--- src/rtl/qsched_pkg.sv ---
package qsched_pkg;
    localparam int NQ = 4;
    localparam int QW = 2;

    typedef enum logic [1:0] {
        SLOT_EMPTY = 2'd0,
        SLOT_ROW   = 2'd1,
        SLOT_COL   = 2'd2
    } slot_state_e;
endpackage

--- src/rtl/qsched_slot.sv ---
module qsched_slot
    import qsched_pkg::*;
#(
    parameter int QIDX   = 0,
    parameter int BANK_W = 3,
    parameter int T_RR   = 32,
    parameter int T_CC   = 16
) (
    input  logic                      clk,
    input  logic                      rst_n,
    input  logic [$clog2(T_CC)-1:0]   phase,
    input  logic                      enq,
    input  logic                      enq_col,
    input  logic [BANK_W-1:0]         enq_bank,
    input  logic                      grant,
    input  logic                      bank_open,
    output logic                      busy,
    output logic                      elig,
    output logic                      is_col,
    output logic [BANK_W-1:0]         bank,
    output logic                      data_go
);
    localparam int RR_W = $clog2(T_RR);
    localparam int CC_W = $clog2(T_CC);
    localparam logic [CC_W-1:0] SLOT_START = CC_W'((QIDX / 2) * (T_CC / 2));

    slot_state_e     state_q, state_d;
    logic [RR_W-1:0] rr_cnt;
    logic [CC_W-1:0] cc_cnt;
    logic            pend;
    logic            col_go;

    // next-state logic
    always_comb begin
        state_d = state_q;
        unique case (state_q)
            SLOT_EMPTY: if (enq) state_d = enq_col ? SLOT_COL : SLOT_ROW;
            SLOT_ROW,
            SLOT_COL:   if (grant) state_d = SLOT_EMPTY;
            default:    state_d = SLOT_EMPTY;
        endcase
    end

    // state register
    always_ff @(posedge clk or negedge rst_n) begin
        if (!rst_n) state_q <= SLOT_EMPTY;
        else        state_q <= state_d;
    end

    // outputs
    always_comb begin
        busy    = (state_q != SLOT_EMPTY);
        is_col  = (state_q == SLOT_COL);
        elig    = ((state_q == SLOT_ROW) && (rr_cnt == '0)) ||
                  ((state_q == SLOT_COL) && (cc_cnt == '0));
        col_go  = grant && (state_q == SLOT_COL) && bank_open;
        data_go = pend && (phase == SLOT_START);
    end

    always_ff @(posedge clk or negedge rst_n) begin
        if (!rst_n) begin
            bank   <= '0;
            rr_cnt <= '0;
            cc_cnt <= '0;
            pend   <= 1'b0;
        end else begin
            if (enq) bank <= enq_bank;
            if (grant && (state_q == SLOT_ROW)) rr_cnt <= RR_W'(T_RR - 1);
            else if (rr_cnt != '0)              rr_cnt <= rr_cnt - 1'b1;
            if (col_go)             cc_cnt <= CC_W'(T_CC - 1);
            else if (cc_cnt != '0)  cc_cnt <= cc_cnt - 1'b1;
            if (col_go)       pend <= 1'b1;
            else if (data_go) pend <= 1'b0;
        end
    end


    row_gap_chk: assert property (@(posedge clk) disable iff (!rst_n)
        (grant && state_q == SLOT_ROW) |-> (rr_cnt == '0));


    col_gap_chk: assert property (@(posedge clk) disable iff (!rst_n)
        (grant && state_q == SLOT_COL) |-> (cc_cnt == '0));


    data_once_chk: assert property (@(posedge clk) disable iff (!rst_n)
        data_go |=> !data_go);
endmodule

--- src/rtl/qsched_arb.sv ---
module qsched_arb
    import qsched_pkg::*;
#(
    parameter int N = NQ
) (
    input  logic                 clk,
    input  logic                 rst_n,
    input  logic [N-1:0]         req,
    output logic [N-1:0]         grant,
    output logic [$clog2(N)-1:0] gidx,
    output logic                 gany
);
    localparam int IW = $clog2(N);

    logic [IW-1:0] ptr;

    always_comb begin
        grant = '0;
        gidx  = '0;
        gany  = 1'b0;
        for (int k = 1; k <= N; k++) begin
            logic [IW-1:0] idx;
            idx = IW'((int'(ptr) + k) % N);
            if (!gany && req[idx]) begin
                gany       = 1'b1;
                gidx       = idx;
                grant[idx] = 1'b1;
            end
        end
    end

    always_ff @(posedge clk or negedge rst_n) begin
        if (!rst_n)    ptr <= IW'(N - 1);
        else if (gany) ptr <= gidx;
    end


    grant_onehot_chk: assert property (@(posedge clk) disable iff (!rst_n)
        $onehot0(grant));


    grant_elig_chk: assert property (@(posedge clk) disable iff (!rst_n)
        (grant & ~req) == '0);
endmodule

--- src/rtl/quad_cmd_sched.sv ---
module quad_cmd_sched
    import qsched_pkg::*;
#(
    parameter int NUM_BANKS = 8,
    parameter int T_RR      = 32,
    parameter int T_CC      = 16
) (
    input  logic                         clk,
    input  logic                         rst_n,
    input  logic                         req_valid,
    input  logic                         req_col,
    input  logic [$clog2(NUM_BANKS)-1:0] req_bank,
    output logic                         req_ready,
    output logic                         cmd_valid,
    output logic                         cmd_col,
    output logic [$clog2(NUM_BANKS)-1:0] cmd_bank,
    output logic                         cmd_half,
    output logic                         cmd_err,
    output logic [1:0]                   data_start
);
    localparam int BANK_W = $clog2(NUM_BANKS);
    localparam int PH_W   = $clog2(T_CC);

    logic [PH_W-1:0]      phase;
    logic [NUM_BANKS-1:0] opened;
    logic [QW-1:0]        req_quad;
    logic [NQ-1:0]        slot_busy, slot_elig, slot_col, slot_open, slot_go, grant;
    logic [BANK_W-1:0]    slot_bank [NQ];
    logic [QW-1:0]        gidx;
    logic                 gany, g_col, reject;
    logic [BANK_W-1:0]    g_bank;

    assign req_quad  = req_bank[QW-1:0];
    assign req_ready = !slot_busy[req_quad];

    always_ff @(posedge clk or negedge rst_n) begin
        if (!rst_n)                       phase <= '0;
        else if (phase == PH_W'(T_CC - 1)) phase <= '0;
        else                              phase <= phase + 1'b1;
    end

    for (genvar q = 0; q < NQ; q++) begin : g_slot
        assign slot_open[q] = opened[slot_bank[q]];
        qsched_slot #(
            .QIDX(q), .BANK_W(BANK_W), .T_RR(T_RR), .T_CC(T_CC)
        ) u_slot (
            .clk      (clk),
            .rst_n    (rst_n),
            .phase    (phase),
            .enq      (req_valid && req_ready && (req_quad == QW'(q))),
            .enq_col  (req_col),
            .enq_bank (req_bank),
            .grant    (grant[q]),
            .bank_open(slot_open[q]),
            .busy     (slot_busy[q]),
            .elig     (slot_elig[q]),
            .is_col   (slot_col[q]),
            .bank     (slot_bank[q]),
            .data_go  (slot_go[q])
        );
    end

    qsched_arb #(.N(NQ)) u_arb (
        .clk  (clk),
        .rst_n(rst_n),
        .req  (slot_elig),
        .grant(grant),
        .gidx (gidx),
        .gany (gany)
    );

    assign g_bank = slot_bank[gidx];
    assign g_col  = slot_col[gidx];
    assign reject = g_col && !opened[g_bank];

    always_comb begin
        cmd_valid  = gany && !reject;
        cmd_err    = gany && reject;
        cmd_col    = g_col;
        cmd_bank   = g_bank;
        cmd_half   = gidx[0];
        data_start = {slot_go[1] | slot_go[3], slot_go[0] | slot_go[2]};
    end

    always_ff @(posedge clk or negedge rst_n) begin
        if (!rst_n)               opened <= '0;
        else if (gany && !g_col)  opened[g_bank] <= 1'b1;
    end
endmodule

--- config.mk ---
export PLATFORM = sky130hd
export DESIGN_NAME = quad_cmd_sched
export DESIGN_NICKNAME = d
export VERILOG_FILES = /design/src/rtl/qsched_pkg.sv /design/src/rtl/qsched_slot.sv /design/src/rtl/qsched_arb.sv /design/src/rtl/quad_cmd_sched.sv
export SDC_FILE = /design/constraint.sdc
export NUM_CORES = 1
export LEC_CHECK = 0
export BUFFER_PORTS_ARGS = -buffer_cell sky130_fd_sc_hd__buf_2
export CAP_MARGIN = 40
export CORE_UTILIZATION = 40
export CTS_BUF_LIST = sky130_fd_sc_hd__clkbuf_16
export DETAILED_ROUTE_END_ITERATION = 6
export PLACE_DENSITY = 0.67
export RECOVER_POWER = 50
export SLEW_MARGIN = 5
export SYNTH_ARGS = -nofsm -noshare
export SYNTH_HDL_FRONTEND = slang
export SYNTH_SLANG_ARGS = --single-unit
export TNS_END_PERCENT = 20
--- constraint.sdc ---
create_clock -name clk -period 6.9 [get_ports clk]
set_input_delay 0 -clock clk [delete_from_list [all_inputs] [get_ports clk]]
set_output_delay 0 -clock clk [all_outputs]
set_load 0.02 [all_outputs]
# Yosys cells after proc, flatten, opt, wreduce, memory -nomap -nowiden
# Index checks and enable logic that the tools add are counted.
# totals
regBits	74
inputBits	7
# classes
add_sub_neg	13
magnitude_cmp	17
n_eq_ne	21
muxes	85
n_bitwise	7
reduce_logical	98
# ops
cell	n
4-bit 2-to-1 mux	13
1-bit logical AND	41
5-bit 2-to-1 mux	8
2-bit nonzero test	16
1-bit 2-to-1 mux	28
2-bit 2-to-1 mux	13
4-bit zero test	5
5-bit zero test	4
3-bit by 4-bit less-than comparator with 1-bit output (second input constant)	5
5-bit nonzero test	4
5-bit by 1-bit subtractor with 5-bit output (second input constant)	4
2-bit by 3-bit less-than comparator with 1-bit output (second input constant)	6
2-bit one-hot mux with 2 select lines	4
4-bit nonzero test	4
4-bit by 1-bit subtractor with 4-bit output (second input constant)	4
1-bit binary-select mux with 3-bit select	5
1-bit binary-select mux with 2-bit select	6
2-bit equality test (second input constant)	6
4-bit OR	3
2-bit by 1-bit equality test with 1-bit output (second input constant)	5
2-bit zero test	5
1-bit demux with 2-bit select	4
4-bit equality test (second input constant)	2
2-bit by 1-bit greater-or-equal comparator with 1-bit output (second input constant)	4
17 further kinds	42

# Depth between registers and ports, before layout
# Gate-level depths: netlist of run 1.
# depth
ltp_word	25
depth_mapped	14
depth_no_buf	13

# Modules after synthesis
# Synthesis of run 1 repeated with hierarchy kept, for this count alone.
# hier_totals
cells_unflattened	445
area_unflattened_um2	4663.2
# by_module_without_submodules
mod	n_inst	cells_per_inst	area_each_um2
qsched_slot at g_slot[2].u_slot ...	2	74	789.5
qsched_slot at g_slot[0].u_slot ...	2	73	780.7
quad_cmd_sched	1	73	947.2
qsched_arb	1	78	575.6

# Worst setup path before layout of run 1
# OpenSTA, ideal clock, no wires.
# synth_path
kind	register to output
startpoint	register g_slot[2].u_slot.rr_cnt[0]
endpoint	output cmd_valid
arrival_ns	3.500
required_time_ns	6.900
setup_slack_ns	3.400
path_stages_with_launch	14
n_path_buf	1
cell_sequence	dfrtp_1 inv_1 ha_1 nor4b_2 a21oi_1 mux4_2 a221o_1 a221o_2 nand3_1 and2_4 buf_8 mux2_2 o2111a_1 a211oi_2
# synth_via
elab_chain_len	25
elab_cells_between_ends	37
classes_between	mux: 23; bitwise: 1; reduce/logical: 13
# synth_lines
element	line	rtl
from (decl)	qsched_slot.sv:28	logic [RR_W-1:0] rr_cnt;
from (signal assigned)	qsched_slot.sv:68	if (grant && (state_q == SLOT_ROW)) rr_cnt <= RR_W'(T_RR - 1);
from (signal assigned)	qsched_slot.sv:69	else if (rr_cnt != '0) rr_cnt <= rr_cnt - 1'b1;
5-bit zero test (*)	qsched_slot.sv:54	elig = ((state_q == SLOT_ROW) && (rr_cnt == '0)) ||
1-bit logical AND (*)	qsched_slot.sv:54	
1-bit logical OR (*)	qsched_slot.sv:54	
1-bit binary-select mux with 2-bit select	qsched_arb.sv:24	if (!gany && req[idx]) begin
1-bit 2-to-1 mux (implied by the code)	qsched_arb.sv:24	
1-bit 2-to-1 mux	qsched_arb.sv:24	
1-bit zero test	qsched_arb.sv:24	
1-bit logical AND	qsched_arb.sv:24	
(+9 left out)	n/a	
3-bit 2-to-1 mux (implied by the code) (*) (2 in a row)	quad_cmd_sched.sv:72	assign g_bank = slot_bank[gidx];
named net cmd_bank[0]	quad_cmd_sched.sv:16	output logic [$clog2(NUM_BANKS)-1:0] cmd_bank,
1-bit binary-select mux with 3-bit select (*)	quad_cmd_sched.sv:74	assign reject = g_col && !opened[g_bank];
1-bit 2-to-1 mux (implied by the code) (*)	quad_cmd_sched.sv:74	
1-bit zero test (*)	quad_cmd_sched.sv:74	
1-bit logical AND (*)	quad_cmd_sched.sv:74	
1-bit zero test (*)	quad_cmd_sched.sv:77	cmd_valid = gany && !reject;
1-bit logical AND (*)	quad_cmd_sched.sv:77	
to (decl)	quad_cmd_sched.sv:14	output logic cmd_valid,
# The timed path passes the listed nets; every way through them passes the cells marked *. The select of a mux whose other input is x is not followed.

# Worst setup path after layout of run 1
# layout_path
startpoint	register u_arb.ptr[0]
endpoint	output cmd_valid
# layout_via
elab_chain_len	23
elab_cells_between_ends	38
classes_between	add/sub: 4; mux: 23; bitwise: 1; reduce/logical: 10
# layout_lines
element	line	rtl
from (decl)	qsched_arb.sv:15	logic [IW-1:0] ptr;
from (signal assigned)	qsched_arb.sv:33	if (!rst_n) ptr <= IW'(N - 1);
from (signal assigned)	qsched_arb.sv:34	else if (gany) ptr <= gidx;
2-bit by 1-bit adder with 2-bit output	qsched_arb.sv:23	idx = IW'((int'(ptr) + k) % N);
1-bit binary-select mux with 2-bit select	qsched_arb.sv:24	
1-bit 2-to-1 mux (implied by the code)	qsched_arb.sv:24	
1-bit 2-to-1 mux	qsched_arb.sv:24	
1-bit zero test	qsched_arb.sv:24	
1-bit logical AND	qsched_arb.sv:24	
1-bit 2-to-1 mux	qsched_arb.sv:24	
1-bit zero test	qsched_arb.sv:24	
(+6 left out)	n/a	
3-bit binary-select mux with 2-bit select	quad_cmd_sched.sv:72	
3-bit 2-to-1 mux (implied by the code) (2 in a row)	quad_cmd_sched.sv:72	
1-bit binary-select mux with 3-bit select	quad_cmd_sched.sv:74	
1-bit 2-to-1 mux (implied by the code)	quad_cmd_sched.sv:74	
1-bit zero test	quad_cmd_sched.sv:74	
1-bit logical AND	quad_cmd_sched.sv:74	
1-bit zero test	quad_cmd_sched.sv:77	
1-bit logical AND (*)	quad_cmd_sched.sv:77	
# Mark *: on every way between the ends. The rest lies on a longest branch, timed or not. The select of a mux whose other input is x is not followed.

==> reports/metrics.csv, run 1 <==
metric,value,unit
RD Place Congestion,0.864,
Crit path buffers/inverters,3,
Core Area,11600,um^2
"Setup violations, final",0,
Yosys cell types,66,
area of the die,12500,um^2
Syn Inst Count,472,
Vias/cell,5.60,
failing checks,"max-capacitance violations, max-slew violations",
worst-path cell chain,inv_1 -> a211oi_1 -> o2bb2ai_1 -> a221o_1 -> a221o_2 -> nand2_4 -> inv_4 -> mux2_4 -> o221ai_2 -> a211o_1 -> a211oi_2 -> buf_2,
CP startpoint kind,flop,
post-synthesis compound-gate area fraction,14.1,%
post-DP HPWL,7680,um
final cycle utilization of the critical path,62.6,%
Post-Synth Adder-Cell Area,9.83,%
post-synthesis xor/xnor area fraction,1.99,%
CTS tree,done,
fill count,1069,
Syn Area/Cell,10.2,um^2
global-route usage over all layers,17.9,%
number of hold violations in the final report,0,
metal3 WL,394,um
die width,112,um
vias in the first global route,3665,
Post-Synth Simple-Gate Area,19.2,%
top_reg_cell synth,dfrtp_1,
starting density of the core,41.7,%
warning count from the yosys run,0,
Post-Route WL,10200,um
post-synthesis mux area share,12.6,%
Post-Syn Area,4840,um^2
register area share after synthesis,38.3,%
hold crit path type,in -> reg,
Pwr Density,544,nW/um^2
initial antenna violation count,0,
top layer in use,met4,
worst slew pin tran,2.33,ns
DRT Pass-1 Iters,4,
clock root buffer,clkbuf_16,
die height,112,um
worst skew pair latency,0.34,ns
"Req. time, crit path",6.90,ns
routed len/inst,15.7,um
met2 wire length,5010,um
peak supply drop,0.000350,V
setup_tns,0,ns
Top Ports,17,
routed via count,3624,
M1 wire length,4610,um
Port Buf Inserts,16,
TritonCTS buffer count,9,
Slew HR,-55.3,%
Resize count post-CTS,0,
global-route wire length before repair,17900,um
DRC viols,0,
largest net degree at the start of global routing,45,
H-tree Lvls,3,
Nets,545,
CP max stage delay,0.74,ns
clk slew on worst S/H paths,0.06,ns
GR Overflow Total,0,
top cell family by delay on the critical path,compound AO/OA/AOI/OAI gates,
Max Clk Rate,0.231,GHz
Fin Clk Skew,0.00737,ns
largest family of logic cells by synthesized area,simple AND/OR/NAND/NOR gates,
DP Area,5100,um^2
Leakage Power,2.41,nW
CP Data Arrival Time,4.32,ns
synthesized net count,517,
area of the multi-input gates,2800,um^2
initial DRC count,192,
Max Cap Viol,2,
status,finished with violations,
Register Area,1850,um^2
Slew Limit Fails,77,
Row Count,39,
"commonest non-fill, non-tap cell in the layout",dfrtp_1,
Antenna Nets Post-Route,0,
Final min period,4.32,ns
TritonCTS Sinks,74,
Hold Worst Slack,0.0639,ns
share of synthesized registers carrying an async set or reset,100,%
Crit Path Max Fanout,18,
#FFs+latches synth,74,
Antenna Cells,0,
Critical Path Sink Type,primary output,
most frequent cells in the layout,"72 x dfrtp_1, 51 x nand2_1, 38 x inv_1, 38 x ha_1",
share of cells above drive strength 1,16.3,%
"EDFF count, synth",0,
fin area,5410,um^2
area grow syn2layout,11.9,%
RSZ-0062 raised after global routing,no,
Critical-path top delay cell,dfstp_2,
Crit Path Category,reg -> out,
CTS max path bufs,2,
path summary, 6_finish.rpt:
| path | slack, ns | from | cells past startpoint | endpoint |
|---|---|---|---|---|
| max | 2.58 | u_arb.ptr[0]$_DFFE_PN1P_ | 12 | cmd_valid |
| min | 0.06 | req_bank[1] | 3 | g_slot[0].u_slot.bank[1]$_DFFE_PN0P_ |
| max reg2reg | 3.04 | u_arb.ptr[0]$_DFFE_PN1P_ | 10 | opened[0]$_DFFE_PN0P_ |
| min reg2reg | 0.48 | g_slot[2].u_slot.pend$_DFFE_PN0P_ | 2 | g_slot[2].u_slot.pend$_DFFE_PN0P_ |
| max in group asynchronous | 3.38 | rst_n | 3 | g_slot[3].u_slot.rr_cnt[4]$_DFFE_PN0P_ |
| min in group asynchronous | 0.62 | rst_n | 2 | g_slot[0].u_slot.rr_cnt[2]$_DFFE_PN0P_ |
final cells by class:
cell class              count  area share (%)
well taps                 143            3.31
inverters                  39            2.75
clock inverters             6            1.64
flip-flops and latches     74            34.3
multi-input cells         355            51.7
clock buffers               9            4.16
repair buffers             21            2.22
power by group:
group / switching (W) / internal, W
registers: 0.000194 / 0.000625
logic: 0.000929 / 0.000698
clock network: 0.000183 / 0.000316
sequential cells by signal, indices dropped and copies added (netlist names):
name,flops
phase,4
g_slot.u_slot.rr_cnt,20
g_slot.u_slot.bank,12
u_arb.ptr,2
g_slot.u_slot.state_q,8
g_slot.u_slot.cc_cnt,16
g_slot.u_slot.pend,4
opened,8
stage by stage:
| step | instances | worst slack, ns | util [%] | total power [W] |
|---|---|---|---|---|
| 6_report | 647 | 2.58 | 46.6 | 0.00295 |
| 5_1_grt | 647 | 2.28 | 46.6 | 0.00320 |
| 4_1_cts | 647 | 2.66 | 46.8 | 0.00296 |
| 3_5_place_dp | 629 | 3.04 | 43.9 | 0.00244 |
| 3_3_place_gp | 628 | 3.16 | 43.6 | 0.00238 |
| 2_1_floorplan | 472 | 3.40 | - | 0.00207 |
cells in the mapped netlist (3+ instances only):
| library cell | n | share of area [%] |
|---|---|---|
| mux2i_1 | 23 | 4.8 |
| nand3_1 | 11 | 1.1 |
| nand2b_1 | 17 | 2.2 |
| nand2_1 | 51 | 4.0 |
| or3_1 | 9 | 1.2 |
| a221o_1 | 5 | 1.0 |
| mux2_2 | 10 | 2.3 |
| mux4_2 | 10 | 4.7 |
| and4bb_2 | 3 | 0.78 |
| nor2b_1 | 5 | 0.65 |
| ha_1 | 38 | 9.8 |
| a22oi_1 | 11 | 1.7 |
| nand3b_1 | 7 | 1.1 |
| inv_1 | 38 | 2.9 |
| dfrtp_1 | 72 | 37 |
| o21bai_1 | 7 | 1.1 |
| o21ai_0 | 19 | 2.0 |
| a211o_1 | 4 | 0.72 |
| nor3_1 | 16 | 1.7 |
| or2_2 | 3 | 0.39 |
| nor2_1 | 23 | 1.8 |
| a21oi_1 | 18 | 1.9 |
| xnor2_1 | 9 | 1.6 |
| a211oi_1 | 7 | 1.1 |
layer usage:
| layer | track usage [%] | up-vias |
|---|---|---|
| met5 | 0 | - |
| met4 | 5.33 | 0 |
| met3 | 3.16 | 13 |
| met2 | 30.2 | 72 |
| met1 | 23.5 | 1781 |
| li1 | - | 1758 |
timing repair:
item	in CTS	in global routing
hold endpoints to repair	81	0
hold buffers	3	0
buffers inserted	0	0
worst reg2reg max path, cell delays in order, from the launching register on:
cell and delay (ns):
dfstp_2 0.74, inv_1 0.29, a211oi_1 0.68, o2bb2ai_1 0.31
a221o_1 0.40, a221o_2 0.34, nand2_4 0.13, mux2i_2 0.48
or3_4 0.25, nand2b_1 0.10, nand2_1 0.05
cell families after synthesis:
group | after synthesis
AND/OR/NAND/NOR | 165
adder cells (fa/ha/maj) | 38
buffers and inverters | 43
multiplexers | 46
XOR/XNOR | 11
flip-flops | 74
AO/OA/AOI/OAI | 95
Note: power is estimated with default switching activity, not from simulation.
==> run 2, diff against run 1 <==
--- a/config.mk
+++ b/config.mk
@@ -5,12 +5,13 @@
 export SDC_FILE = /design/constraint.sdc
 export NUM_CORES = 1
 export LEC_CHECK = 0
+export ABC_AREA = 1
 export BUFFER_PORTS_ARGS = -buffer_cell sky130_fd_sc_hd__buf_2
 export CAP_MARGIN = 40
 export CORE_UTILIZATION = 40
 export CTS_BUF_LIST = sky130_fd_sc_hd__clkbuf_16
 export DETAILED_ROUTE_END_ITERATION = 6
-export PLACE_DENSITY = 0.67
+export PLACE_DENSITY = 0.69
 export RECOVER_POWER = 50
 export SLEW_MARGIN = 5
 export SYNTH_ARGS = -nofsm -noshare
==> constraint.sdc (replaced) <==
create_clock -name clk -period 3.78 [get_ports clk]
set_input_delay 0 -clock clk [delete_from_list [all_inputs] [get_ports clk]]
set_output_delay 0 -clock clk [all_outputs]
set_load 0.02 [all_outputs]
==> run 2 against run 1 <==
- the run still ends with max-capacitance violations, max-slew violations left
- cell area increased by 2.1%
- core utilization fell by 0.57 points
- final cell count rose by 19%
- sequential cell count did not move
- register-to-register slack got worse by 2.3 ns
- first-iteration DRC count up 51%
- area after synthesis increased by 2.2%
- clock-buffer cell count unchanged
==> reports/metrics.csv, run 2 <==
metric,value,unit,change
status,finished with violations,,unchanged
failing checks,"max-capacitance violations, max-slew violations",,unchanged
clock root buffer,clkbuf_16,,unchanged
die width,113,um,was 112 um
Biggest register,g_slot.u_slot.rr_cnt,,unchanged
routed len/inst,14.0,um,was 15.7 um
top_reg_cell synth,dfrtp_1,,unchanged
RD Place Congestion,0.903,,was 0.864
DRT Pass-1 Iters,5,,was 4
synthesized net count,633,,was 517
CTS max path bufs,2,,unchanged
DRC viols,0,,unchanged
"Setup violations, final",0,,unchanged
share of synthesized registers carrying an async set or reset,100,%,unchanged
area grow syn2layout,11.8,%,was 11.9%
Vias/cell,5.23,,was 5.60
top cell family by delay on the critical path,simple AND/OR/NAND/NOR gates,,was compound AO/OA/AOI/OAI gates
register area share after synthesis,37.5,%,was 38.3%
Crit Path Category,reg -> out,,unchanged
Nets,662,,was 545
CP max stage delay,0.73,ns,was 0.74 ns
routed via count,4021,,was 3624
GR Overflow Total,0,,unchanged
largest net degree at the start of global routing,45,,unchanged
max reg flops,20,,unchanged
worst slew pin tran,1.66,ns,was 2.33 ns
worst skew pair latency,0.34,ns,about the same
Crit Reg-Reg Startpoint,u_arb.ptr[0]$_DFFE_PN1P_,,unchanged
most common cell in the netlist,nand2_1,,was dfrtp_1
number of hold violations in the final report,0,,unchanged
Crit Path Max Fanout,14,,was 18
Top Ports,17,,unchanged
final cycle utilization of the critical path,90.6,%,
starting density of the core,41.2,%,was 41.7%
warning count from the yosys run,0,,unchanged
cells taking the most area after synthesis,"dfrtp_1 36%, ha_1 9.6%, nand2_1 7.3%",,"was dfrtp_1 37%, ha_1 9.8%, mux2i_1 4.8%"
Post-Route WL,10800,um,was 10200 um
Max Cap Viol,1,,was 2
Port Buf Inserts,16,,unchanged
H-tree Lvls,3,,unchanged
vias in the first global route,3990,,was 3665
CTS tree,done,,unchanged
clk slew on worst S/H paths,0.06,ns,about the same
Row Count,40,,was 39
Critical Path End,cmd_err,,was cmd_valid
Worst setup startpoint,u_arb.ptr[0]$_DFFE_PN1P_,,unchanged
initial antenna violation count,0,,unchanged
Yosys top cell area share,36.4,%,was 37.2%
Yosys cell types,34,,was 66
worst-path cell chain,inv_4 -> ha_1 -> inv_1 -> nand3_2 -> nand2_4 -> nor2_8 -> nand3_2 -> nand2_2 -> nand2_8 -> nand2_4 -> nand2_1 -> nand2_1 -> nand2_1 -> nand2_4 -> nand2_2 -> nand3_1 -> nand2_2 -> nor3_2 -> buf_2,,was inv_1 -> a211oi_1 -> o2bb2ai_1 -> a221o_1 -> a221o_2 -> nand2_4 -> inv_4 -> mux2_4 -> o221ai_2 -> a211o_1 -> a211oi_2 -> buf_2
hold crit path type,in -> reg,,unchanged
global-route wire length before repair,18800,um,was 17900 um
Slew Limit Fails,32,,was 77
die height,113,um,was 112 um
Post-Syn Area,4940,um^2,was 4840 um^2
Yosys top cell by area,dfrtp_1,,unchanged
RSZ-0062 raised after global routing,no,,unchanged
initial DRC count,290,,was 192
"EDFF count, synth",0,,unchanged
share of cells above drive strength 1,17.2,%,was 16.3%
TritonCTS Sinks,74,,unchanged
Post-CTS Setup Bufs,0,,unchanged
CP Data Arrival Time,3.42,ns,was 4.32 ns
#FFs+latches synth,74,,unchanged
Critical Path Sink Type,primary output,,unchanged
Fin Clk Skew,0.00769,ns,was 0.00737 ns
Crit path buffers/inverters,3,,unchanged
Antenna Cells,0,,unchanged
CP startpoint kind,flop,,unchanged
Slew HR,-10.7,%,was -55.3%
FF-to-FF End,opened[5]$_DFFE_PN0P_,,was opened[0]$_DFFE_PN0P_
Syn Area/Cell,8.41,um^2,was 10.2 um^2
Final min period,3.42,ns,
Worst path depth,19,,was 12
TritonCTS buffer count,9,,unchanged
"commonest non-fill, non-tap cell in the layout",nand2_1,,was dfrtp_1
Critical-path top delay cell,dfstp_2,,unchanged
"Req. time, crit path",3.78,ns,was 6.90 ns
Antenna Nets Post-Route,0,,unchanged
Syn Inst Count,588,,was 472
synth cell count leaders,"96 x nand2_1, 94 x inv_1, 72 x dfrtp_1",,"was 72 x dfrtp_1, 51 x nand2_1, 38 x ha_1, 38 x inv_1"
Max Clk Rate,0.292,GHz,
Top Registers,"g_slot.u_slot.rr_cnt x20, g_slot.u_slot.cc_cnt x16, g_slot.u_slot.bank x12",,unchanged
setup_tns,0,ns,unchanged
worst reg2reg setup slack,0.78,ns,was 3.04 ns
post-DP HPWL,8390,um,was 7680 um
most frequent cells in the layout,"96 x nand2_1, 94 x inv_1, 72 x dfrtp_1, 64 x o21ai_0, 49 x nand3_1",,"was 72 x dfrtp_1, 51 x nand2_1, 38 x inv_1, 38 x ha_1"
Resize count post-CTS,0,,unchanged
Core Area,12000,um^2,was 11600 um^2
global-route usage over all layers,18.6,%,was 17.9%
Reg2Reg Depth,16,,was 10
CTS Hold Buffers Added,2,,was 3
area of the die,12800,um^2,was 12500 um^2
==> run 2: worst min-delay path by stage <==
stage,from,endpoint,slack [ns],cells after the start
6_report,req_col,g_slot[2].u_slot.state_q[1]$_DFFE_PN0P_,0.02,3
2_1_floorplan,rst_n,g_slot[0].u_slot.bank[0]$_DFFE_PN0P_,-0.30,0
3_3_place_gp,rst_n,opened[2]$_DFFE_PN0P_,0.20,1
5_1_grt,req_col,g_slot[3].u_slot.state_q[1]$_DFFE_PN0P_,0.04,3
4_1_cts,req_col,g_slot[2].u_slot.state_q[1]$_DFFE_PN0P_,0.007,3
3_5_place_dp,rst_n,opened[2]$_DFFE_PN0P_,-0.03,1
==> run 2: metrics by stage <==
step / std cells / hold WS [ns] / util (%) / area [um^2] / setup WS (ns)
after floorplan: 588 / -0.296 / - / 4940 / 0.916
after global placement: 750 / 0.200 / 43.2 / 5190 / 0.759
after detailed placement: 751 / -0.0332 / 43.4 / 5220 / 0.708
after CTS: 769 / 0.00659 / 46.3 / 5560 / 0.334
after global routing: 769 / 0.0384 / 46.0 / 5530 / 0.0177
final: 769 / 0.0177 / 46.0 / 5530 / 0.356
==> run 2: area by class of cell <==
cell class	count	area (um^2)
tap	147	184
multi-input combinational	415	2700
inverter	97	367
fill	1158	6480
clock buffer	9	225
sequential	74	1850
timing repair buffer	20	110
clock inverter	7	92.6
==> run 2: worst min-delay path, stage by stage <==
cell,delay (ns)
buf_2,0.14
nand3_1,0.08
o21ai_0,0.08
==> run 2: routing by layer <==
metal	wire [um]	track usage, %	vias to the layer above	share of wire, %
met5	0	0	-	0
met4	266	7.37	0	2.5
met3	334	3.16	25	3.1
met2	5120	30.4	81	47
met1	5080	24.5	1921	47
li1	-	-	1994	-
==> run 2: cells by family after synthesis <==
kind of cell	synth area share, %
simple gates	29.6
compound gates	12.0
buf+inv	7.95
flops	37.5
fa+ha+maj	9.62
xor+xnor	3.37
Power of run 2 is left out: the tool's default activity adds up to more than one toggle a clock period on the data nets, which glitch-free logic cannot reach.
==> run 3, diff against run 2 <==
--- a/config.mk
+++ b/config.mk
@@ -5,7 +5,6 @@
 export SDC_FILE = /design/constraint.sdc
 export NUM_CORES = 1
 export LEC_CHECK = 0
-export ABC_AREA = 1
 export BUFFER_PORTS_ARGS = -buffer_cell sky130_fd_sc_hd__buf_2
 export CAP_MARGIN = 40
 export CORE_UTILIZATION = 40
==> run 3 against run 2 <==
- the flow still finishes with violations (max-capacitance violations, max-slew violations)
- register-to-register slack got worse by 0.35 ns
- core utilization rose by 4.2 points
- via count fell by 4.3%
- maximum frequency fell by 8.9%
- largest cell class unchanged
==> reports/metrics.csv, run 3 (synthesis results as in run 1) <==
metric,value,unit,change
worst-path cell chain,inv_2 -> ha_4 -> nor4b_4 -> a21oi_1 -> mux4_2 -> a221o_1 -> a221o_2 -> nand2_4 -> inv_6 -> mux2_4 -> o221ai_2 -> a211o_1 -> o211a_1 -> buf_6,,was inv_4 -> ha_1 -> inv_1 -> nand3_2 -> nand2_4 -> nor2_8 -> nand3_2 -> nand2_2 -> nand2_8 -> nand2_4 -> nand2_1 -> nand2_1 -> nand2_1 -> nand2_4 -> nand2_2 -> nand3_1 -> nand2_2 -> nor3_2 -> buf_2
share of cells above drive strength 1,26.5,%,was 17.2%
Biggest register,g_slot.u_slot.rr_cnt,,unchanged
"commonest non-fill, non-tap cell in the layout",dfrtp_1,,was nand2_1
"Setup violations, final",0,,unchanged
global-route wire length before repair,18900,um,was 18800 um
max reg flops,20,,unchanged
Top Ports,17,,unchanged
DRC viols,0,,unchanged
fin cells,683,,was 769
Post-Route WL,11400,um,was 10800 um
Final WS setup,0.0229,ns,was 0.356 ns
area of the multi-input gates,2990,um^2,was 2700 um^2
placed cells,641,,was 751
largest net degree at the start of global routing,36,,was 45
area grow syn2layout,20.6,%,was 11.8%
Max Clk Rate,0.266,GHz,was 0.292 GHz
Reg2Reg Depth,16,,unchanged
Register Area,1850,um^2,unchanged
die width,112,um,was 113 um
Fin Clk Skew,0.00622,ns,was 0.00769 ns
CTS tree,done,,unchanged
dpl ws,0.201,ns,was 0.708 ns
area of the die,12500,um^2,was 12800 um^2
clock root buffer,clkbuf_16,,unchanged
failing checks,"max-capacitance violations, max-slew violations",,unchanged
"Req. time, crit path",3.78,ns,about the same
most frequent cells in the layout,"72 x dfrtp_1, 51 x nand2_1, 35 x buf_4, 31 x inv_1, 30 x ha_1",,"was 96 x nand2_1, 94 x inv_1, 72 x dfrtp_1, 64 x o21ai_0, 49 x nand3_1"
Final min period,3.76,ns,was 3.42 ns
Crit Path Category,reg -> out,,unchanged
Top Registers,"g_slot.u_slot.rr_cnt x20, g_slot.u_slot.cc_cnt x16, g_slot.u_slot.bank x12",,unchanged
routed len/inst,16.7,um,was 14.0 um
Slew HR,-29.1,%,was -10.7%
Hold Worst Slack,0.0519,ns,was 0.0177 ns
Row Count,39,,was 40
H-tree Lvls,3,,unchanged
number of hold violations in the final report,0,,unchanged
CTS max path bufs,2,,unchanged
CP Data Arrival Time,3.76,ns,was 3.42 ns
worst reg2reg setup slack,0.43,ns,was 0.78 ns
Crit Reg-Reg Startpoint,g_slot[3].u_slot.state_q[0]$_DFFE_PN0P_,,was u_arb.ptr[0]$_DFFE_PN1P_
Core Area,11600,um^2,was 12000 um^2
Slew Limit Fails,71,,was 32
Leakage Power,2.59,nW,
Pwr Density,995,nW/um^2,
hold path start,req_bank[1],,was req_col
initial antenna violation count,0,,unchanged
Critical-path top delay cell,mux4_2,,was dfstp_2
hold crit path type,in -> reg,,unchanged
clk slew on worst S/H paths,0.06,ns,about the same
TritonCTS Sinks,74,,unchanged
fill count,1038,,was 1158
die height,112,um,was 113 um
CP startpoint kind,flop,,unchanged
FF-to-FF End,opened[0]$_DFFE_PN0P_,,was opened[5]$_DFFE_PN0P_
worst skew pair latency,0.34,ns,about the same
Max Cap Viol,2,,was 1
routed via count,3850,,was 4021
DRT Pass-1 Iters,5,,unchanged
global-route usage over all layers,19.1,%,was 18.6%
status,finished with violations,,unchanged
Critical Path Sink Type,primary output,,unchanged
RSZ-0062 raised after global routing,yes,,was no
Antenna Nets Post-Route,0,,unchanged
post-DP HPWL,8110,um,was 8390 um
Crit Path Max Fanout,6,,was 14
TritonCTS buffer count,9,,unchanged
vias in the first global route,3909,,was 3990
starting density of the core,41.7,%,was 41.2%
CP max stage delay,0.49,ns,was 0.73 ns
Port Buf Inserts,16,,unchanged
fin util,50.2,%,was 46.0%
final cycle utilization of the critical path,99.4,%,was 90.6%
Antenna Cells,0,,unchanged
Worst Hold Path EP,g_slot[0].u_slot.bank[1]$_DFFE_PN0P_,,was g_slot[2].u_slot.state_q[1]$_DFFE_PN0P_
Nets,581,,was 662
Worst Hold Depth,3,,unchanged
worst slew pin tran,1.94,ns,was 1.66 ns
RD Place Congestion,0.845,,was 0.903
Vias/cell,5.64,,was 5.23
initial DRC count,232,,was 290
GR Overflow Total,0,,unchanged
peak supply drop,0.000526,V,
## run 3: worst max-delay path by stage
stage	slack [ns]	start	depth (start not counted)	to
after floorplan	0.28	g_slot[2].u_slot.rr_cnt[0]$_DFFE_PN0P_	13	cmd_valid
after global placement	0.29	g_slot[0].u_slot.cc_cnt[0]$_DFFE_PN0P_	14	cmd_valid
after detailed placement	0.20	g_slot[0].u_slot.state_q[0]$_DFFE_PN0P_	14	cmd_valid
after CTS	0.00001	g_slot[1].u_slot.cc_cnt[0]$_DFFE_PN0P_	14	cmd_err
after global routing	-0.07	g_slot[1].u_slot.cc_cnt[0]$_DFFE_PN0P_	16	cmd_err
final	0.02	g_slot[2].u_slot.rr_cnt[0]$_DFFE_PN0P_	14	cmd_err
## run 3: worst max-delay path: cells and delay by family, from the launching register on
kind	cells	cell delay [ns]
flip-flops	1	0.40
AO/OA/AOI/OAI	6	1.46
multiplexers	2	0.70
buffers and inverters	3	0.27
AND/OR/NAND/NOR	2	0.41
adder cells (fa/ha/maj)	1	0.15
## run 3: timing repair
item,in CTS,in global routing
endpoints found under the hold margin,81,0
hold buffers,3,0
setup buffers,14,10
setup endpoints to repair,2,2
resized for setup,28,18
pin swaps,12,9
## run 3: cell type report
class / instances / area share (%)
flip-flops and latches: 74 / 31.8
clock inverters: 6 / 0.600
clock buffers: 9 / 3.86
repair buffers: 57 / 6.90
well taps: 143 / 3.07
multi-input cells: 355 / 51.2
inverters: 39 / 2.59
## run 3: where the power goes
| part | switching [W] | leakage [nW] | total (W) | internal, W |
|---|---|---|---|---|
| combinational | 0.00192 | 1.59 | 0.00353 | 0.00161 |
| clock | 0.000337 | 0.128 | 0.000772 | 0.000435 |
| sequential | 0.000361 | 0.877 | 0.00150 | 0.00114 |
| total | 0.00262 | 2.59 | 0.00581 | 0.00319 |
## run 3: metal layers
metal,track usage (%),routed length (um)
met1,23.6,4980
met5,0,0
met2,32.9,5770
met3,2.40,350
met4,9.51,308
## run 3: per-stage QoR
step / cell area, um^2 / TNS (ns) / power [W]
global placement: 5160 / 0 / 0.00442
global route: 5840 / -0.113 / 0.00623
floorplan: 4840 / 0 / 0.00379
CTS: 5690 / 0 / 0.00554
finish: 5840 / 0 / 0.00581
detailed placement: 5180 / 0 / 0.00454
